==> config.mk <==
export PLATFORM = sky130hd
export DESIGN_NAME = iqpk_top
export DESIGN_NICKNAME = d
export VERILOG_FILES = /design/src/rtl/iqpk_pkg.sv /design/src/rtl/iqpk_unpack.sv /design/src/rtl/iqpk_cordic_stage.sv /design/src/rtl/iqpk_cordic.sv /design/src/rtl/iqpk_repack.sv /design/src/rtl/iqpk_top.sv
export SDC_FILE = /design/constraint.sdc
export NUM_CORES = 2
export LEC_CHECK = 0
export BUFFER_PORTS_ARGS = -buffer_cell sky130_fd_sc_hd__buf_2
export CAP_MARGIN = 40
export CORE_ASPECT_RATIO = 0.8
export CORE_MARGIN = 4
export CORE_UTILIZATION = 55
export CTS_CLUSTER_DIAMETER = 40
export DETAILED_ROUTE_END_ITERATION = 7
export GPL_TIMING_DRIVEN = 0
export PLACE_DENSITY = 0.71
export RECOVER_POWER = 50
export REMOVE_ABC_BUFFERS = 1
export SLEW_MARGIN = 15
export SYNTH_ARGS = -nofsm -noshare
export SYNTH_HDL_FRONTEND = slang
export SYNTH_SLANG_ARGS = --single-unit
==> constraint.sdc <==
create_clock -name clk -period 4.5 [get_ports clk]
set_input_delay 1.125 -clock clk [delete_from_list [all_inputs] [get_ports clk]]
set_output_delay 1.125 -clock clk [all_outputs]
set_load 0.02 [all_outputs]
==> src/rtl/iqpk_pkg.sv <==
package iqpk_pkg;
    localparam int IQ_W      = 8;
    localparam int FRAC_W    = 7;
    localparam int XW        = IQ_W + 2 + FRAC_W;
    localparam int PH_W      = 8;
    localparam int ANG_W     = 16;
    localparam int LANES     = 4;
    localparam int PAIRS     = 2;
    localparam int IN_W      = 2 * PAIRS * IQ_W;
    localparam int OUT_W     = LANES * PH_W;
    localparam int MAX_ITERS = 16;

    typedef struct packed {
        logic signed [IQ_W-1:0] i;
        logic signed [IQ_W-1:0] q;
    } pair_t;

    typedef struct packed {
        logic                    vld;
        logic                    zero;
        logic signed [XW-1:0]    x;
        logic signed [XW-1:0]    y;
        logic signed [ANG_W-1:0] z;
    } vec_t;

    // atan(2^-k) on a scale where a full turn is 2^16
    function automatic logic [ANG_W-1:0] atan_step(int k);
        case (k)
            0:  return 16'd8192;
            1:  return 16'd4836;
            2:  return 16'd2555;
            3:  return 16'd1297;
            4:  return 16'd651;
            5:  return 16'd326;
            6:  return 16'd163;
            7:  return 16'd81;
            8:  return 16'd41;
            9:  return 16'd20;
            10: return 16'd10;
            11: return 16'd5;
            12: return 16'd3;
            13: return 16'd1;
            14: return 16'd1;
            default: return 16'd0;
        endcase
    endfunction

    function automatic logic [PH_W-1:0] angle_to_phase(logic [ANG_W-1:0] z);
        return PH_W'((z + ANG_W'(1 << (ANG_W - PH_W - 1))) >> (ANG_W - PH_W));
    endfunction
endpackage

==> src/rtl/iqpk_unpack.sv <==
module iqpk_unpack
    import iqpk_pkg::*;
#(
    parameter int CNT_W = 16
) (
    input  logic             clk,
    input  logic             rst,
    input  logic             launch,
    input  logic [CNT_W-1:0] count,
    input  logic             adv,
    input  logic             in_valid,
    input  logic [IN_W-1:0]  in_data,
    output logic             in_ready,
    output logic             pair_vld,
    output pair_t            pair
);
    logic [CNT_W-1:0] words_left, pairs_left;
    logic             held, half;
    logic [IN_W-1:0]  word;
    logic             issue, drain, accept;

    always_comb begin
        issue    = held && adv;
        drain    = issue && (half || (pairs_left == CNT_W'(1)));
        in_ready = (words_left != '0) && (!held || drain);
        accept   = in_valid && in_ready;
        pair_vld = issue;
        pair.i   = half ? word[2*IQ_W +: IQ_W] : word[0 +: IQ_W];
        pair.q   = half ? word[3*IQ_W +: IQ_W] : word[IQ_W +: IQ_W];
    end

    always_ff @(posedge clk) begin
        if (rst) begin
            words_left <= '0;
            pairs_left <= '0;
            held       <= 1'b0;
            half       <= 1'b0;
            word       <= '0;
        end else if (launch) begin
            words_left <= CNT_W'(({1'b0, count} + (CNT_W+1)'(1)) >> 1);
            pairs_left <= count;
            held       <= 1'b0;
            half       <= 1'b0;
        end else begin
            if (issue) begin
                pairs_left <= pairs_left - CNT_W'(1);
                half       <= ~half;
                if (drain) held <= 1'b0;
            end
            if (accept) begin
                word       <= in_data;
                held       <= 1'b1;
                half       <= 1'b0;
                words_left <= words_left - CNT_W'(1);
            end
        end
    end
endmodule

==> src/rtl/iqpk_cordic_stage.sv <==
module iqpk_cordic_stage
    import iqpk_pkg::*;
#(
    parameter int SHIFT = 0
) (
    input  logic clk,
    input  logic rst,
    input  logic en,
    input  vec_t d,
    output vec_t q
);
    localparam logic [ANG_W-1:0] STEP = atan_step(SHIFT);

    logic signed [XW-1:0] xi, yi, xs, ys;
    vec_t nxt;

    always_comb begin
        xi  = d.x;
        yi  = d.y;
        xs  = xi >>> SHIFT;
        ys  = yi >>> SHIFT;
        nxt = d;
        if (!yi[XW-1]) begin
            nxt.x = xi + ys;
            nxt.y = yi - xs;
            nxt.z = d.z + STEP;
        end else begin
            nxt.x = xi - ys;
            nxt.y = yi + xs;
            nxt.z = d.z - STEP;
        end
    end

    always_ff @(posedge clk) begin
        if (rst)     q <= '0;
        else if (en) q <= nxt;
    end
endmodule

==> src/rtl/iqpk_cordic.sv <==
module iqpk_cordic
    import iqpk_pkg::*;
#(
    parameter int ITERS = 11
) (
    input  logic            clk,
    input  logic            rst,
    input  logic            en,
    input  logic            in_vld,
    input  pair_t           in_pair,
    output logic            out_vld,
    output logic [PH_W-1:0] out_phase
);
    localparam logic signed [ANG_W-1:0] QUARTER = ANG_W'(1 << (ANG_W - 2));
    localparam int PAD = XW - IQ_W - FRAC_W;

    vec_t chain [0:ITERS];
    vec_t pre;
    logic signed [XW-1:0] xe, ye;

    // fold the vector into the right half-plane
    always_comb begin
        xe       = {{PAD{in_pair.i[IQ_W-1]}}, in_pair.i, {FRAC_W{1'b0}}};
        ye       = {{PAD{in_pair.q[IQ_W-1]}}, in_pair.q, {FRAC_W{1'b0}}};
        pre.vld  = in_vld;
        pre.zero = (in_pair.i == '0) && (in_pair.q == '0);
        if (in_pair.i[IQ_W-1]) begin
            if (!in_pair.q[IQ_W-1]) begin
                pre.x = ye;
                pre.y = -xe;
                pre.z = QUARTER;
            end else begin
                pre.x = -ye;
                pre.y = xe;
                pre.z = -QUARTER;
            end
        end else begin
            pre.x = xe;
            pre.y = ye;
            pre.z = '0;
        end
    end

    always_ff @(posedge clk) begin
        if (rst)     chain[0] <= '0;
        else if (en) chain[0] <= pre;
    end

    for (genvar k = 0; k < ITERS; k++) begin : g_stage
        iqpk_cordic_stage #(.SHIFT(k)) u_stage (
            .clk (clk),
            .rst (rst),
            .en  (en),
            .d   (chain[k]),
            .q   (chain[k+1])
        );
    end

    always_comb begin
        out_vld   = chain[ITERS].vld;
        out_phase = chain[ITERS].zero ? '0 : angle_to_phase(chain[ITERS].z);
    end
endmodule

==> src/rtl/iqpk_repack.sv <==
module iqpk_repack
    import iqpk_pkg::*;
#(
    parameter int CNT_W = 16
) (
    input  logic             clk,
    input  logic             rst,
    input  logic             start,
    input  logic [CNT_W-1:0] count,
    input  logic             ph_vld,
    input  logic [PH_W-1:0]  ph,
    input  logic             out_ready,
    output logic             out_valid,
    output logic [OUT_W-1:0] out_data,
    output logic             done,
    output logic             active,
    output logic             adv,
    output logic             launch
);
    localparam int LW = $clog2(LANES);

    logic             active_q, done_q, last_q, ov;
    logic [CNT_W-1:0] left;
    logic [LW-1:0]    lane;
    logic [OUT_W-1:0] acc, od, merged;
    logic             take, flush;

    always_comb begin
        adv    = !(ov && !out_ready);
        launch = start && !active_q;
        take   = ph_vld && adv;
        flush  = (lane == LW'(LANES - 1)) || (left == CNT_W'(1));
        merged = acc;
        merged[lane*PH_W +: PH_W] = ph;
    end

    always_ff @(posedge clk) begin
        if (rst) begin
            active_q <= 1'b0;
            done_q   <= 1'b0;
            last_q   <= 1'b0;
            ov       <= 1'b0;
            left     <= '0;
            lane     <= '0;
            acc      <= '0;
            od       <= '0;
        end else begin
            if (ov && out_ready) begin
                ov <= 1'b0;
                if (last_q) begin
                    done_q   <= 1'b1;
                    active_q <= 1'b0;
                    last_q   <= 1'b0;
                end
            end
            if (take) begin
                left <= left - CNT_W'(1);
                if (flush) begin
                    ov     <= 1'b1;
                    od     <= merged;
                    acc    <= '0;
                    lane   <= '0;
                    last_q <= (left == CNT_W'(1));
                end else begin
                    acc  <= merged;
                    lane <= lane + LW'(1);
                end
            end
            if (launch) begin
                active_q <= (count != '0);
                done_q   <= (count == '0);
                left     <= count;
                lane     <= '0;
                acc      <= '0;
                last_q   <= 1'b0;
            end
        end
    end

    assign out_valid = ov;
    assign out_data  = od;
    assign done      = done_q;
    assign active    = active_q;
endmodule

==> src/rtl/iqpk_top.sv <==
module iqpk_top
    import iqpk_pkg::*;
#(
    parameter int CNT_W = 16,
    parameter int ITERS = 11
) (
    input  logic             clk,
    input  logic             rst,
    input  logic             start,
    input  logic [CNT_W-1:0] sample_count,
    output logic             done,
    input  logic             in_valid,
    output logic             in_ready,
    input  logic [IN_W-1:0]  in_data,
    output logic             out_valid,
    input  logic             out_ready,
    output logic [OUT_W-1:0] out_data
);
    logic            adv, launch, run_active;
    logic            pair_vld, ph_vld;
    pair_t           pair;
    logic [PH_W-1:0] ph;

    iqpk_unpack #(.CNT_W(CNT_W)) u_unpack (
        .clk      (clk),
        .rst      (rst),
        .launch   (launch),
        .count    (sample_count),
        .adv      (adv),
        .in_valid (in_valid),
        .in_data  (in_data),
        .in_ready (in_ready),
        .pair_vld (pair_vld),
        .pair     (pair)
    );

    iqpk_cordic #(.ITERS(ITERS)) u_cordic (
        .clk       (clk),
        .rst       (rst),
        .en        (adv),
        .in_vld    (pair_vld),
        .in_pair   (pair),
        .out_vld   (ph_vld),
        .out_phase (ph)
    );

    iqpk_repack #(.CNT_W(CNT_W)) u_repack (
        .clk       (clk),
        .rst       (rst),
        .start     (start),
        .count     (sample_count),
        .ph_vld    (ph_vld),
        .ph        (ph),
        .out_ready (out_ready),
        .out_valid (out_valid),
        .out_data  (out_data),
        .done      (done),
        .active    (run_active),
        .adv       (adv),
        .launch    (launch)
    );
endmodule

==> results.md <==
- CP Class: reg -> reg
- Num rows: 90
- Final ANT Viol Nets: 0
- Final Wtd Congestion: 0.909
- Final period utilization: 95.5%
- Slowest stage delay, CP: 0.64 ns
- DIE AREA: 80800 sq um
- Status: finished, violations left
- Pre-Repair DR Iteration Count: 7
- Leakage: 19.7 nW
- Global route overflow: 0
- N_diodes: 0
- Fmax: 233 MHz
- Most frequent cells in the layout: nand2_1 (795), a21oi_1 (612), dfxtp_1 (590)
- Worst R2R End: u_cordic.g_stage[8].u_stage.q[48]$_SDFFE_PP0N_
- Layout cell share with drive strength beyond 1: 5.90%
- Buffers & Inverters on Critical Path: 1
- Number of distinct library cells after synthesis: 82
- Synth Instances: 5416
- Area Growth Syn to Fin: 11.2%
- Initial antenna violation count: 1
- # fillers: 6791
- Io pins: 88
- Startpoint types: flip-flop
- Delay-heaviest family, CP: compound AO/OA/AOI/OAI gates
- Clock Path Buffers: 3
- Initial DRC count: 2906
- Worst path arrival time: 4.83 ns
- Initial core utilization: 55.6%
- Cells on worst reg2reg path: 12
- Most common cell after layout, fill and taps aside: nand2_1
- Die W: 317 um
- Logic pwr share: 60.8%
- Post-CTS Hold Fix Bufs: 0
- Hold Crit Depth: 2
- Final Critical Period: 4.30 ns
- CORE AREA: 75600 sq um
- Overall Global Routing Usage: 25.9%
- Net Switching: 18.7 mW
- First-pass GRT wire length: 176 mm
- CP Cell Sequence: clkinv_1, and2_1, xnor2_1, ha_1, and4_1, nand3_1, a211oi_1, and3b_1, o31ai_1, a21oi_1, and3_1, a211o_1
- Setup crit end kind: flip-flop
- Final hold violation count: 0
- Clock skew: 0.0270 ns
- Root buffer cell: clkbuf_16
- Worst-case vdd ir drop: 0.000495 V
- Pre-CTS setup slack: 0.0193 ns
- RSZ-0062 raised after global routing: no
- Sequential fraction of design power: 21.3%
- Pwr Density: 885 nW/um^2
- IO Port Bufs: 87
- Max Fanout on Critical Path: 37
- Slew of the pin with the lowest slew margin: 1.69 ns
- Final Core Density: 61.8%
- CTS resizes: 1
- YS warnings: 0
- Worst r2r src: u_cordic.g_stage[7].u_stage.q[32]$_SDFFE_PP0N_
- Slew Viols, Final: 107
- Routed wire length: 107 mm
- CTS H-Tree Depth: 3
- Int Pwr: 22.7 mW
- Setup WS post-layout: 0.202 ns
- Syn Std Cell Area: 42000 sq um
- EDFF count, synth: 0
- Nets: 5892
- CTS tree: done
- Clk slew on worst S/H paths: 0.06 ns
- Largest net degree at the start of global routing: 126
- Routed WL per cell: 16.5 um
- Crit path required time: 5.03 ns
- Switching share of total power: 45.2%
- Clk network pwr share: 17.9%
- Ys flop type: dfxtp_1
- Worst-skew pair later-pin latency: 0.66 ns
- Vias: 37900
- DR DRC count: 0
- Violated checks: capacitance limit, slew limit
- Placed insts: 6312
- Hold Path Sink: u_cordic.g_stage[6].u_stage.q[50]$_SDFFE_PP0N_
- Max stage delay cell, worst path: dfxtp_4
- Tot Pwr: 41.3 mW
- Setup_tns: 0 ns
- Syn Area/Cell: 7.75 sq um
- Rel. slew slack: -12.4%
- Vias per inst: 5.85
- Final setup fails: 0
- Placed wire-length estimate: 77.2 mm
- Hold_sp: u_cordic.g_stage[6].u_stage.q[50]$_SDFFE_PP0N_
- Sequential-to-total area share from yosys stat: 28.5%
- Cts bufs inserted: 92
- Maxcap violations: 3
- R2r setup slk: 0.20 ns
- DP Area: 43700 sq um
- Post-Layout Cell Count: 6483
- Cell area after layout: 46700 sq um
- Die Ht: 255 um
- CTS sink count: 597
- Vias in the first global route: 34800
- Synth Register Bits: 597
- Fraction of registers with async set or reset after synthesis: 0%
- Fin Hold WS: 0.450 ns
- HP Class: reg -> reg
- Postcts setup bufs: 0
area by class of cell:
cell class / count / area (sq um) / area share (%)
multi-input cells: 4360 / 28300 / 60.6
flip-flops and latches: 597 / 12000 / 25.6
clock buffers: 108 / 2540 / 5.43
well taps: 1012 / 1270 / 2.71
repair buffers: 130 / 1110 / 2.39
inverters: 213 / 801 / 1.71
clock inverters: 63 / 698 / 1.50
sequential cells by signal, indices dropped and copies added, names as in the netlist:
signal / flops
u_unpack.word: 32
u_repack.done: 1
u_cordic.chain: 23
u_repack.acc: 32
u_repack.left: 16
u_repack.active: 1
u_repack.out_valid: 1
u_unpack.pairs_left: 16
u_repack.last_q: 1
u_unpack.held: 1
u_unpack.half: 1
u_unpack.words_left: 16
u_cordic.g_stage.u_stage.q: 422
u_repack.out_data: 32
u_repack.lane: 2
per-layer routing:
metal | part of all wire [%] | GRT usage [%] | routed length (um)
met4 | 1.7 | 5.69 | 1860
met3 | 5.3 | 3.71 | 5690
met2 | 43 | 40.3 | 46300
met5 | 0 | 0 | 0
met1 | 50 | 38.0 | 53100
power by group through the flow:
stage | Clock [mW] | Sequential [mW] | Combinational, mW
final | 7.40 | 8.79 | 25.1
after global routing | 7.77 | 8.97 | 28.3
after CTS | 7.53 | 8.74 | 24.9
after detailed placement | 0 | 8.82 | 24.6
after global placement | 0 | 9.05 | 23.9
after floorplan | 0 | 8.27 | 19.7
Yosys cell counts (24+ instances only):
library cell / n / area [sq um]
nand2_1: 796 / 2990
a21oi_1: 612 / 3060
dfxtp_1: 597 / 12000
nor2_1: 436 / 1640
ha_1: 421 / 5270
o21ai_0: 299 / 1500
xnor2_1: 290 / 2540
clkbuf_1: 212 / 796
inv_1: 209 / 785
xor2_1: 188 / 1650
nor3_1: 156 / 781
a211oi_1: 136 / 1020
nand3_1: 112 / 561
a21o_1: 89 / 668
or3_1: 59 / 369
and3_1: 47 / 294
a31oi_1: 46 / 288
nor4_1: 44 / 275
o21bai_1: 44 / 330
mux2i_1: 38 / 380
nor2b_1: 35 / 219
o211ai_1: 35 / 263
o21a_1: 34 / 255
o31ai_1: 30 / 225
nand2b_1: 25 / 156
fa_1: 24 / 480
cell families (layout without fill, tap and decap cells):
kind of cell	count (synthesis)	count (layout)	share of synthesized area, %
XOR/XNOR	478	478	9.97
AO/OA/AOI/OAI	1524	1524	22.3
flip-flops	597	597	28.5
multiplexers	54	54	1.34
AND/OR/NAND/NOR	1859	1859	20.1
adder cells (fa/ha/maj)	445	445	13.7
buffers and inverters	459	514	4.14
worst register-to-register path, stage by stage (launching register included):
cell and delay [ns]:
dfxtp_4 0.64, clkinv_1 0.52, and2_1 0.30, xnor2_1 0.14, ha_1 0.31, and4_1 0.26, nand3_1 0.10, a211oi_1 0.59
and3b_1 0.27, o31ai_1 0.49, a21oi_1 0.16, and3_1 0.20, a211o_1 0.21
worst max path at each step:
stage	from	end	cells past startpoint
floorplan	out_ready	u_cordic.g_stage[3].u_stage.q[31]$_SDFFE_PP0N_	5
global placement	out_ready	u_cordic.g_stage[5].u_stage.q[14]$_SDFFE_PP0N_	6
detailed placement	u_cordic.g_stage[7].u_stage.q[32]$_SDFFE_PP0N_	u_cordic.g_stage[8].u_stage.q[48]$_SDFFE_PP0N_	12
CTS	u_cordic.g_stage[2].u_stage.q[37]$_SDFFE_PP0N_	u_cordic.g_stage[3].u_stage.q[48]$_SDFFE_PP0N_	14
global route	u_cordic.g_stage[7].u_stage.q[32]$_SDFFE_PP0N_	u_cordic.g_stage[8].u_stage.q[48]$_SDFFE_PP0N_	12
finish	u_cordic.g_stage[7].u_stage.q[32]$_SDFFE_PP0N_	u_cordic.g_stage[8].u_stage.q[48]$_SDFFE_PP0N_	12
No activity file was read; power rests on OpenSTA's default activity.
